===== src/rtl/alarm_pkg.sv =====
package alarm_pkg;
  localparam int DW = 16;
  localparam int NCH = 3;
  localparam int CH_VOLT = 0;
  localparam int CH_TEMP = 1;
  localparam int CH_SOC  = 2;

  localparam int B_VHI  = 15;
  localparam int B_THI  = 12;
  localparam int B_VLO  = 11;
  localparam int B_SLO  = 9;
  localparam int B_TLO  = 8;
  localparam int B_INIT = 7;
  localparam int B_DSG  = 6;

  localparam logic [DW-1:0] ALARM_MASK =
    (DW'(1) << B_VHI) | (DW'(1) << B_THI) | (DW'(1) << B_VLO) |
    (DW'(1) << B_SLO) | (DW'(1) << B_TLO);
  localparam logic [DW-1:0] FLAG_MASK = (DW'(1) << B_INIT) | (DW'(1) << B_DSG);
  localparam logic [DW-1:0] WR_MASK   = ALARM_MASK | FLAG_MASK;
  localparam logic [DW-1:0] RST_VAL   = FLAG_MASK;

  typedef struct packed {
    logic lo;
    logic hi;
  } cond_t;
endpackage


===== src/rtl/chan_track.sv =====
module chan_track
  import alarm_pkg::*;
#(
  parameter int W = DW,
  parameter bit HAS_HI = 1'b1
) (
  input  logic         clk,
  input  logic         rst_n,
  input  logic         vld,
  input  logic [W-1:0] val,
  input  logic [W-1:0] thr_lo,
  input  logic [W-1:0] thr_hi,
  input  logic         gate,
  output cond_t        live,
  output cond_t        hit
);
  logic [W-1:0] held;
  logic         seen;

  function automatic cond_t judge(input logic [W-1:0] v, input logic [W-1:0] lo,
                                  input logic [W-1:0] hi, input logic g);
    cond_t c;
    c.lo = g && (lo != '0) && (v < lo);
    c.hi = HAS_HI && g && (hi != '0) && (v > hi);
    return c;
  endfunction

  always_ff @(posedge clk or negedge rst_n) begin
    if (!rst_n) begin
      held <= '0;
      seen <= 1'b0;
    end else if (vld) begin
      held <= val;
      seen <= 1'b1;
    end
  end

  always_comb begin
    cond_t c;
    c = judge(held, thr_lo, thr_hi, gate);
    live.lo = seen && c.lo;
    live.hi = seen && c.hi;
    if (vld) hit = judge(val, thr_lo, thr_hi, gate);
    else     hit = '0;
  end
endmodule


===== src/rtl/status_word.sv =====
module status_word
  import alarm_pkg::*;
(
  input  logic          clk,
  input  logic          rst_n,
  input  logic [DW-1:0] set_vec,
  input  logic          wr,
  input  logic [DW-1:0] wdata,
  output logic [DW-1:0] word
);
  logic [DW-1:0] base;

  always_comb begin
    base = wr ? (wdata & WR_MASK) : word;
  end

  always_ff @(posedge clk or negedge rst_n) begin
    if (!rst_n) word <= RST_VAL;
    else        word <= base | (set_vec & ALARM_MASK);
  end
endmodule


===== src/rtl/pin_driver.sv =====
module pin_driver #(
  parameter int N = 6
) (
  input  logic         clk,
  input  logic         rst_n,
  input  logic [N-1:0] active,
  output logic         pin_n
);
  always_ff @(posedge clk or negedge rst_n) begin
    if (!rst_n) pin_n <= 1'b1;
    else        pin_n <= ~(|active);
  end
endmodule


===== src/rtl/cell_alarm_monitor.sv =====
module cell_alarm_monitor
  import alarm_pkg::*;
(
  input  logic          clk,
  input  logic          rst_n,
  input  logic          volt_vld,
  input  logic [DW-1:0] volt_val,
  input  logic          temp_vld,
  input  logic [DW-1:0] temp_val,
  input  logic          soc_vld,
  input  logic [DW-1:0] soc_val,
  input  logic [DW-1:0] thr_volt_lo,
  input  logic [DW-1:0] thr_volt_hi,
  input  logic [DW-1:0] thr_temp_lo,
  input  logic [DW-1:0] thr_temp_hi,
  input  logic [DW-1:0] thr_soc_lo,
  input  logic          therm_en,
  input  logic          st_wr,
  input  logic [DW-1:0] st_wdata,
  output logic [DW-1:0] status,
  output logic          alarm_n
);
  localparam int NCOND = 2 * NCH;

  logic [NCH-1:0]         ch_vld;
  logic [NCH-1:0][DW-1:0] ch_val;
  logic [NCH-1:0][DW-1:0] ch_lo;
  logic [NCH-1:0][DW-1:0] ch_hi;
  logic [NCH-1:0]         ch_gate;
  cond_t [NCH-1:0]        ch_live;
  cond_t [NCH-1:0]        ch_hit;
  logic [NCOND-1:0]       live_flat;
  logic [DW-1:0]          set_vec;

  assign ch_vld  = {soc_vld, temp_vld, volt_vld};
  assign ch_val  = {soc_val, temp_val, volt_val};
  assign ch_lo   = {thr_soc_lo, thr_temp_lo, thr_volt_lo};
  assign ch_hi   = {DW'(0), thr_temp_hi, thr_volt_hi};
  assign ch_gate = {1'b1, therm_en, 1'b1};

  for (genvar i = 0; i < NCH; i++) begin : g_ch
    chan_track #(.W(DW), .HAS_HI(i != CH_SOC)) u_trk (
      .clk   (clk),
      .rst_n (rst_n),
      .vld   (ch_vld[i]),
      .val   (ch_val[i]),
      .thr_lo(ch_lo[i]),
      .thr_hi(ch_hi[i]),
      .gate  (ch_gate[i]),
      .live  (ch_live[i]),
      .hit   (ch_hit[i])
    );
    assign live_flat[2*i]   = ch_live[i].lo;
    assign live_flat[2*i+1] = ch_live[i].hi;
  end

  always_comb begin
    set_vec        = '0;
    set_vec[B_VLO] = ch_hit[CH_VOLT].lo;
    set_vec[B_VHI] = ch_hit[CH_VOLT].hi;
    set_vec[B_TLO] = ch_hit[CH_TEMP].lo;
    set_vec[B_THI] = ch_hit[CH_TEMP].hi;
    set_vec[B_SLO] = ch_hit[CH_SOC].lo;
  end

  status_word u_st (
    .clk    (clk),
    .rst_n  (rst_n),
    .set_vec(set_vec),
    .wr     (st_wr),
    .wdata  (st_wdata),
    .word   (status)
  );

  pin_driver #(.N(NCOND)) u_pin (
    .clk   (clk),
    .rst_n (rst_n),
    .active(live_flat),
    .pin_n (alarm_n)
  );
endmodule


===== config.mk =====
export PLATFORM = sky130hd
export DESIGN_NAME = cell_alarm_monitor
export DESIGN_NICKNAME = d
export VERILOG_FILES = /design/src/rtl/alarm_pkg.sv /design/src/rtl/chan_track.sv /design/src/rtl/status_word.sv /design/src/rtl/pin_driver.sv /design/src/rtl/cell_alarm_monitor.sv
export SDC_FILE = /design/constraint.sdc
export NUM_CORES = 1
export LEC_CHECK = 0
export BUFFER_PORTS_ARGS = -buffer_cell sky130_fd_sc_hd__buf_4
export CORE_MARGIN = 2
export CORE_UTILIZATION = 40
export CTS_CLUSTER_SIZE = 30
export DETAILED_ROUTE_END_ITERATION = 10
export SYNTH_ARGS = -nofsm -noshare
export SYNTH_HDL_FRONTEND = slang
export SYNTH_SLANG_ARGS = --single-unit

===== constraint.sdc =====
create_clock -name clk -period 2.1 [get_ports clk]
set_input_delay 0.42 -clock clk [delete_from_list [all_inputs] [get_ports clk]]
set_output_delay 0.42 -clock clk [all_outputs]
set_load 0.1 [all_outputs]

# After elaboration in Yosys (flattened, before gate mapping)
# Cells that the tools add are included.
# totals
register_bits	68
input_bits	151
out_inout_bits	17
wordCells	47
# classes
n_lt_le_gt_ge	10
mux	4
n_bitwise	2
reduce_logical	23
# op_table
operator	count
< comparator 16 bit	6
nonzero test 16 bit	5
greater-than comparator 16 bit	4
logical AND 1 bit	17
2-to-1 mux 16 bit	1
bitwise OR 16 bit	1
2-to-1 mux 2 bit	3
OR reduction 5 bit	1
NOT 1 bit	1

# Depth between registers and ports, before layout
# logic_depth
depth_word	6
depth_mapped	8
mapped_depth_nobuf	8

# Cells and area by module
# From an unflattened synthesis, not the netlist that was laid out.
# hier_totals
hier_cells	647
area_unflattened_um2	6102.1
# modules_own_cells
mod	instances	cells_each	area_per_inst_um2	seq_area_each_um2
chan_track (g_ch[0].u_trk ...)	2	238	2139.6	425.4
chan_track (g_ch[2].u_trk)	1	136	1396.3	425.4
status_word	1	30	375.4	177.7
pin_driver	1	3	43.8	26.3
cell_alarm_monitor	1	2	7.5	0.0

# Least setup slack after synthesis
# No wires, ideal clock.
# synth_path
kind	input-to-reg
startpoint	in thr_soc_lo[9]
endpoint	reg u_pin.pin_n
setup_time_ns	0.079
t_arrival_ns	1.823
required_time_ns	2.021
path_slack_ns	0.197
stages	8
path_buffers	0
path_cell_list	inv_1 -> ha_1 -> a21o_1 -> a21o_1 -> a21oi_1 -> o211ai_1 -> a311o_1 -> and4b_1
# synth_via
elab_chain_cells	5
word_cells_on_any_way	6
classes_between	order compare: 1; bitwise: 1; reduce/logical: 4
# synth_lines
item	line	text
from (decl)	cell_alarm_monitor.sv:16	input logic [DW-1:0] thr_soc_lo,
< comparator 16 bit / nonzero test 16 bit (equally long branches)	chan_track.sv:23	c.lo = g && (lo != '0) && (v < lo);
logical AND 1 bit *	chan_track.sv:23	
logical AND 1 bit *	chan_track.sv:41	live.lo = seen && c.lo;
OR reduction 5 bit *	pin_driver.sv:11	else pin_n <= ~(|active);
NOT 1 bit *	pin_driver.sv:11	
to (signal assigned)	pin_driver.sv:11	
to (decl)	pin_driver.sv:7	output logic pin_n
# Mark *: on every way between the ends. The rest lies on a longest branch, timed or not.
# A chain may end at the register's enable or synchronous reset.

# Final worst setup path
# layout_path
startpoint	reg g_ch[0].u_trk.held[9]
endpoint	reg u_pin.pin_n
# layout_via
elab_chain_cells	5
word_cells_on_any_way	8
classes_between	order compare: 2; bitwise: 1; reduce/logical: 5
# layout_lines
item	line	text
from (decl)	chan_track.sv:17	logic [W-1:0] held;
from (signal assigned)	chan_track.sv:33	held <= val;
greater-than comparator 16 bit / < comparator 16 bit (equally long branches)	chan_track.sv:24, chan_track.sv:23	
logical AND 1 bit, on equally long branches	chan_track.sv:24, chan_track.sv:23	
logical AND 1 bit, on equally long branches	chan_track.sv:42, chan_track.sv:41	
OR reduction 5 bit *	pin_driver.sv:11	
NOT 1 bit *	pin_driver.sv:11	
# Marked as above.

==> impl_results.md <==
- Hold-critical path endpoint: g_ch[2].u_trk.held[0]$_DFFE_PN0P_
- Share of layout cells above drive strength 1: between 30% and 40%
- RD Place Congestion: roughly 0.9
- Yosys reg bits: just under 60
- Pleak: 4.30 nW
- Hold path start: soc_val[0]
- Unrepaired setup endpoints after global routing: yes
- Origin of the critical flop-to-flop path: g_ch[0].u_trk.held[9]$_DFFE_PN0P_
- CTS tree: built
- Cell Area, Synth: about 6000 um^2
- Final Max Tran Viols: 0
- Pin count of the biggest net entering global routing: 24
- CTS H-tree lvls: 3
- Fill count: approximately 1.3k
- Hold Crit Depth: 2
- Crit path capture type: flop
- Final wirelength: about 17000 um
- R2R cell count: 7
- Cells along the critical path: ha_1 -> a21oi_1 -> o21ai_0 -> a221oi_1 -> a31oi_1 -> a311oi_1 -> and4b_1
- Fmax: slightly below 500 MHz
- Slowest CP cell: dfrtp_1
- First-pass GRT wire length: approximately 28000 um
- Fin crit period: between 2 and 2.5 ns
- Post-Layout Cell Count: around 1.0k
- Critical Path Start Type: flop
- Initial Util: around two fifths
- Die height: roughly 130 um
- Final #Nets: ~1.1k
- FFs w/ async S/R, synth: between 90% and 100%
- Final setup viols: 0
- 1st-iter DRT viols: around 230
- Vias in the first global route: roughly 5.9k
- Antenna Cells: 0
- Maximum vdd drop: ~0.37 mV
- ANT nets after route: 0
- Max-cap violations: 0
- Sink Count: 59
- Total Routing Usage GR: approximately 22%
- Hold Crit Class: input pin to flop
- Post-DP HPWL: 14900 um
- Crit Path Max Fanout: 3
- Post-synth EDFFs: 0
- Synth top area cells: ha_1, dfrtp_1, mux2_2
- Reg clk slew, reported paths: approximately 0.05 ns
- Tcrit/Tclk final: between 90% and 100%
- Antenna violations before repair: 0
- WP data required: 2.38 ns
- Synth Flop Type: dfrtp_1
- Synth top area share: 32.2%
- # IOs: 168
- Synth cell types: 48
- Die area: ~16000 um^2
- Power density over the cells: approximately 550 nW/um^2
- Clock Skews: between 0.004 and 0.005 ns
- IO Port Bufs: around 150
- DRT Pass-1 Iters: 4
- Worst Setup SP: g_ch[0].u_trk.held[9]$_DFFE_PN0P_
- Routed WL per cell: about 17 um
- R2R setup slack: 0.07 ns
- # DRC: 0
- Clock Root Buffer: clkbuf_16
- Synth area leader: ha_1
- Register area share after synthesis: between 20% and 30%
- Die X: between 100 and 150 um
- CTS max path bufs: 2
- Crit-path leading delay family: compound AO/OA/AOI/OAI gates
- Placed insts: about 1.0k
- Area delta synth->final: 34.6%
- WP buf/inv: 0
- Fin worst setup slack: 0.0701 ns
- Crit path kind: flop to flop
- Final hold viol count: 0
- CTS Buf Count: 9
- Core area: around 15000 um^2
- Total number of vias: roughly 5.5k
- Gr ovfl total: 0
- RR Endpoint: u_pin.pin_n$_DFF_PN1_
- Max incr delay on CP: ~0.42 ns
- Row cnt: 44
- Mapped Avg Cell Area: just under 10 um^2
- Clock latency on the worst-skew pair: approximately 0.33 ns
- Post-Syn Instances: about 620
- Setup bufs post-CTS: 0
- DP Worst Slack: -0.185 ns
- Drt via density: 5.38
- Warnings from Yosys: 0
- Worst EP arrival: around 2.3 ns
- Status: finished, final reports clean
## report_power, final
| part | internal [mW] | switching [mW] | leakage, nW |
|---|---|---|---|
| clock network | 0.943 | 0.535 | 0.145 |
| logic | 0.752 | 0.865 | 3.48 |
| registers | 1.25 | 0.0888 | 0.673 |
| total | 2.95 | 1.49 | 4.30 |
## cell usage after synthesis, types with 2 or more instances
| cell type | number |
|---|---|
| ha_1 | 154 |
| inv_1 | 81 |
| dfrtp_1 | 56 |
| mux2_2 | 52 |
| a21oi_1 | 42 |
| a21o_1 | 36 |
| nand4_1 | 28 |
| nor4_1 | 23 |
| nand2_1 | 21 |
| o21ai_0 | 18 |
| nor2_1 | 10 |
| buf_4 | 9 |
| nand3_1 | 7 |
| a211oi_1 | 6 |
| a31oi_1 | 6 |
| nand2b_1 | 6 |
| o211ai_1 | 6 |
| clkbuf_1 | 5 |
| nor2b_1 | 4 |
| o21a_1 | 4 |
| a311oi_1 | 3 |
| and4_1 | 3 |
| dfstp_2 | 3 |
| nand4b_1 | 3 |
| o311ai_0 | 3 |
| or2_2 | 3 |
| a2111oi_0 | 2 |
| a41o_1 | 2 |
| nor3_1 | 2 |
| o21bai_1 | 2 |
| or3_1 | 2 |
## final cells by class
type	instances	area [um^2]	area share [%]
Multi-Input combinational cell	471	4160	51.7
Timing Repair Buffer	208	1580	19.6
Sequential cell	59	1480	18.4
Inverter	81	304	3.78
Clock buffer	11	243	3.02
Tap cell	184	230	2.86
Clock inverter	5	52.6	0.653
## sequential cells by signal (all words and copies together), names as in the netlist
name / cells
g_ch.u_trk.seen: 3
g_ch.u_trk.held: 48
u_st.word: 7
u_pin.pin_n: 1
## layout by cell type, fill, tap and decap left out, types with 4 or more instances in the layout
cell / n
buf_4: 206
ha_1: 153
inv_1: 81
dfrtp_1: 56
mux2_2: 52
a21oi_1: 41
a21o_1: 36
nand4_1: 28
nor4_1: 22
nand2_1: 21
o21ai_0: 17
nor2_1: 10
conb_1: 9
clkbuf_16: 9
nand3_1: 7
a31oi_1: 6
o211ai_1: 6
nand2b_1: 6
a211oi_1: 6
o21a_1: 4
nor2b_1: 4
## worst max-delay path by stage
stage,slack [ns],cells after the start,to
finish,0.07,7,u_pin.pin_n$_DFF_PN1_
global route,-0.03,7,u_pin.pin_n$_DFF_PN1_
CTS,0.01,7,u_pin.pin_n$_DFF_PN1_
detailed placement,-0.18,9,u_st.word[8]$_DFF_PN0_
global placement,-0.25,9,u_st.word[8]$_DFF_PN0_
floorplan,0.20,8,u_pin.pin_n$_DFF_PN1_
## metrics by stage
stage	area (um^2)	hold WS, ns	TNS [ns]	utilization [%]	power, mW
2_1_floorplan	6010	0.124	0	-	2.29
3_3_place_gp	7710	0.347	-0.513	52.9	2.90
3_5_place_dp	7710	0.350	-0.534	52.9	2.96
4_1_cts	8020	0.315	0	55.0	4.47
5_1_grt	8050	0.327	-0.0300	55.2	4.72
6_report	8050	0.325	0	55.2	4.44
## timing repair
action	CTS	global route
hold buffers	1	0
pin swaps	0	3
endpoints found under the hold margin	21	0
resized for setup	1	7
endpoints found under the setup margin	1	2
## per-layer routing
layer  vias up  global-route usage [%]  routed length (um)
met4         0                    7.43                 373
met5         -                       0                   0
met1      2576                    29.3                7760
li1       2730                       -                   -
met2       146                    37.7                8170
met3        29                    3.23                1000
## kinds of logic after synthesis
logic type | after synthesis | share of synthesized area [%]
buf+inv | 97 | 6.67
compound gates | 137 | 15.0
mux | 53 | 9.96
flops | 59 | 24.7
fa+ha+maj | 154 | 32.2
simple gates | 118 | 11.4
other cells | 1 | 0.0627
Note: power is estimated with default switching activity, not from simulation.
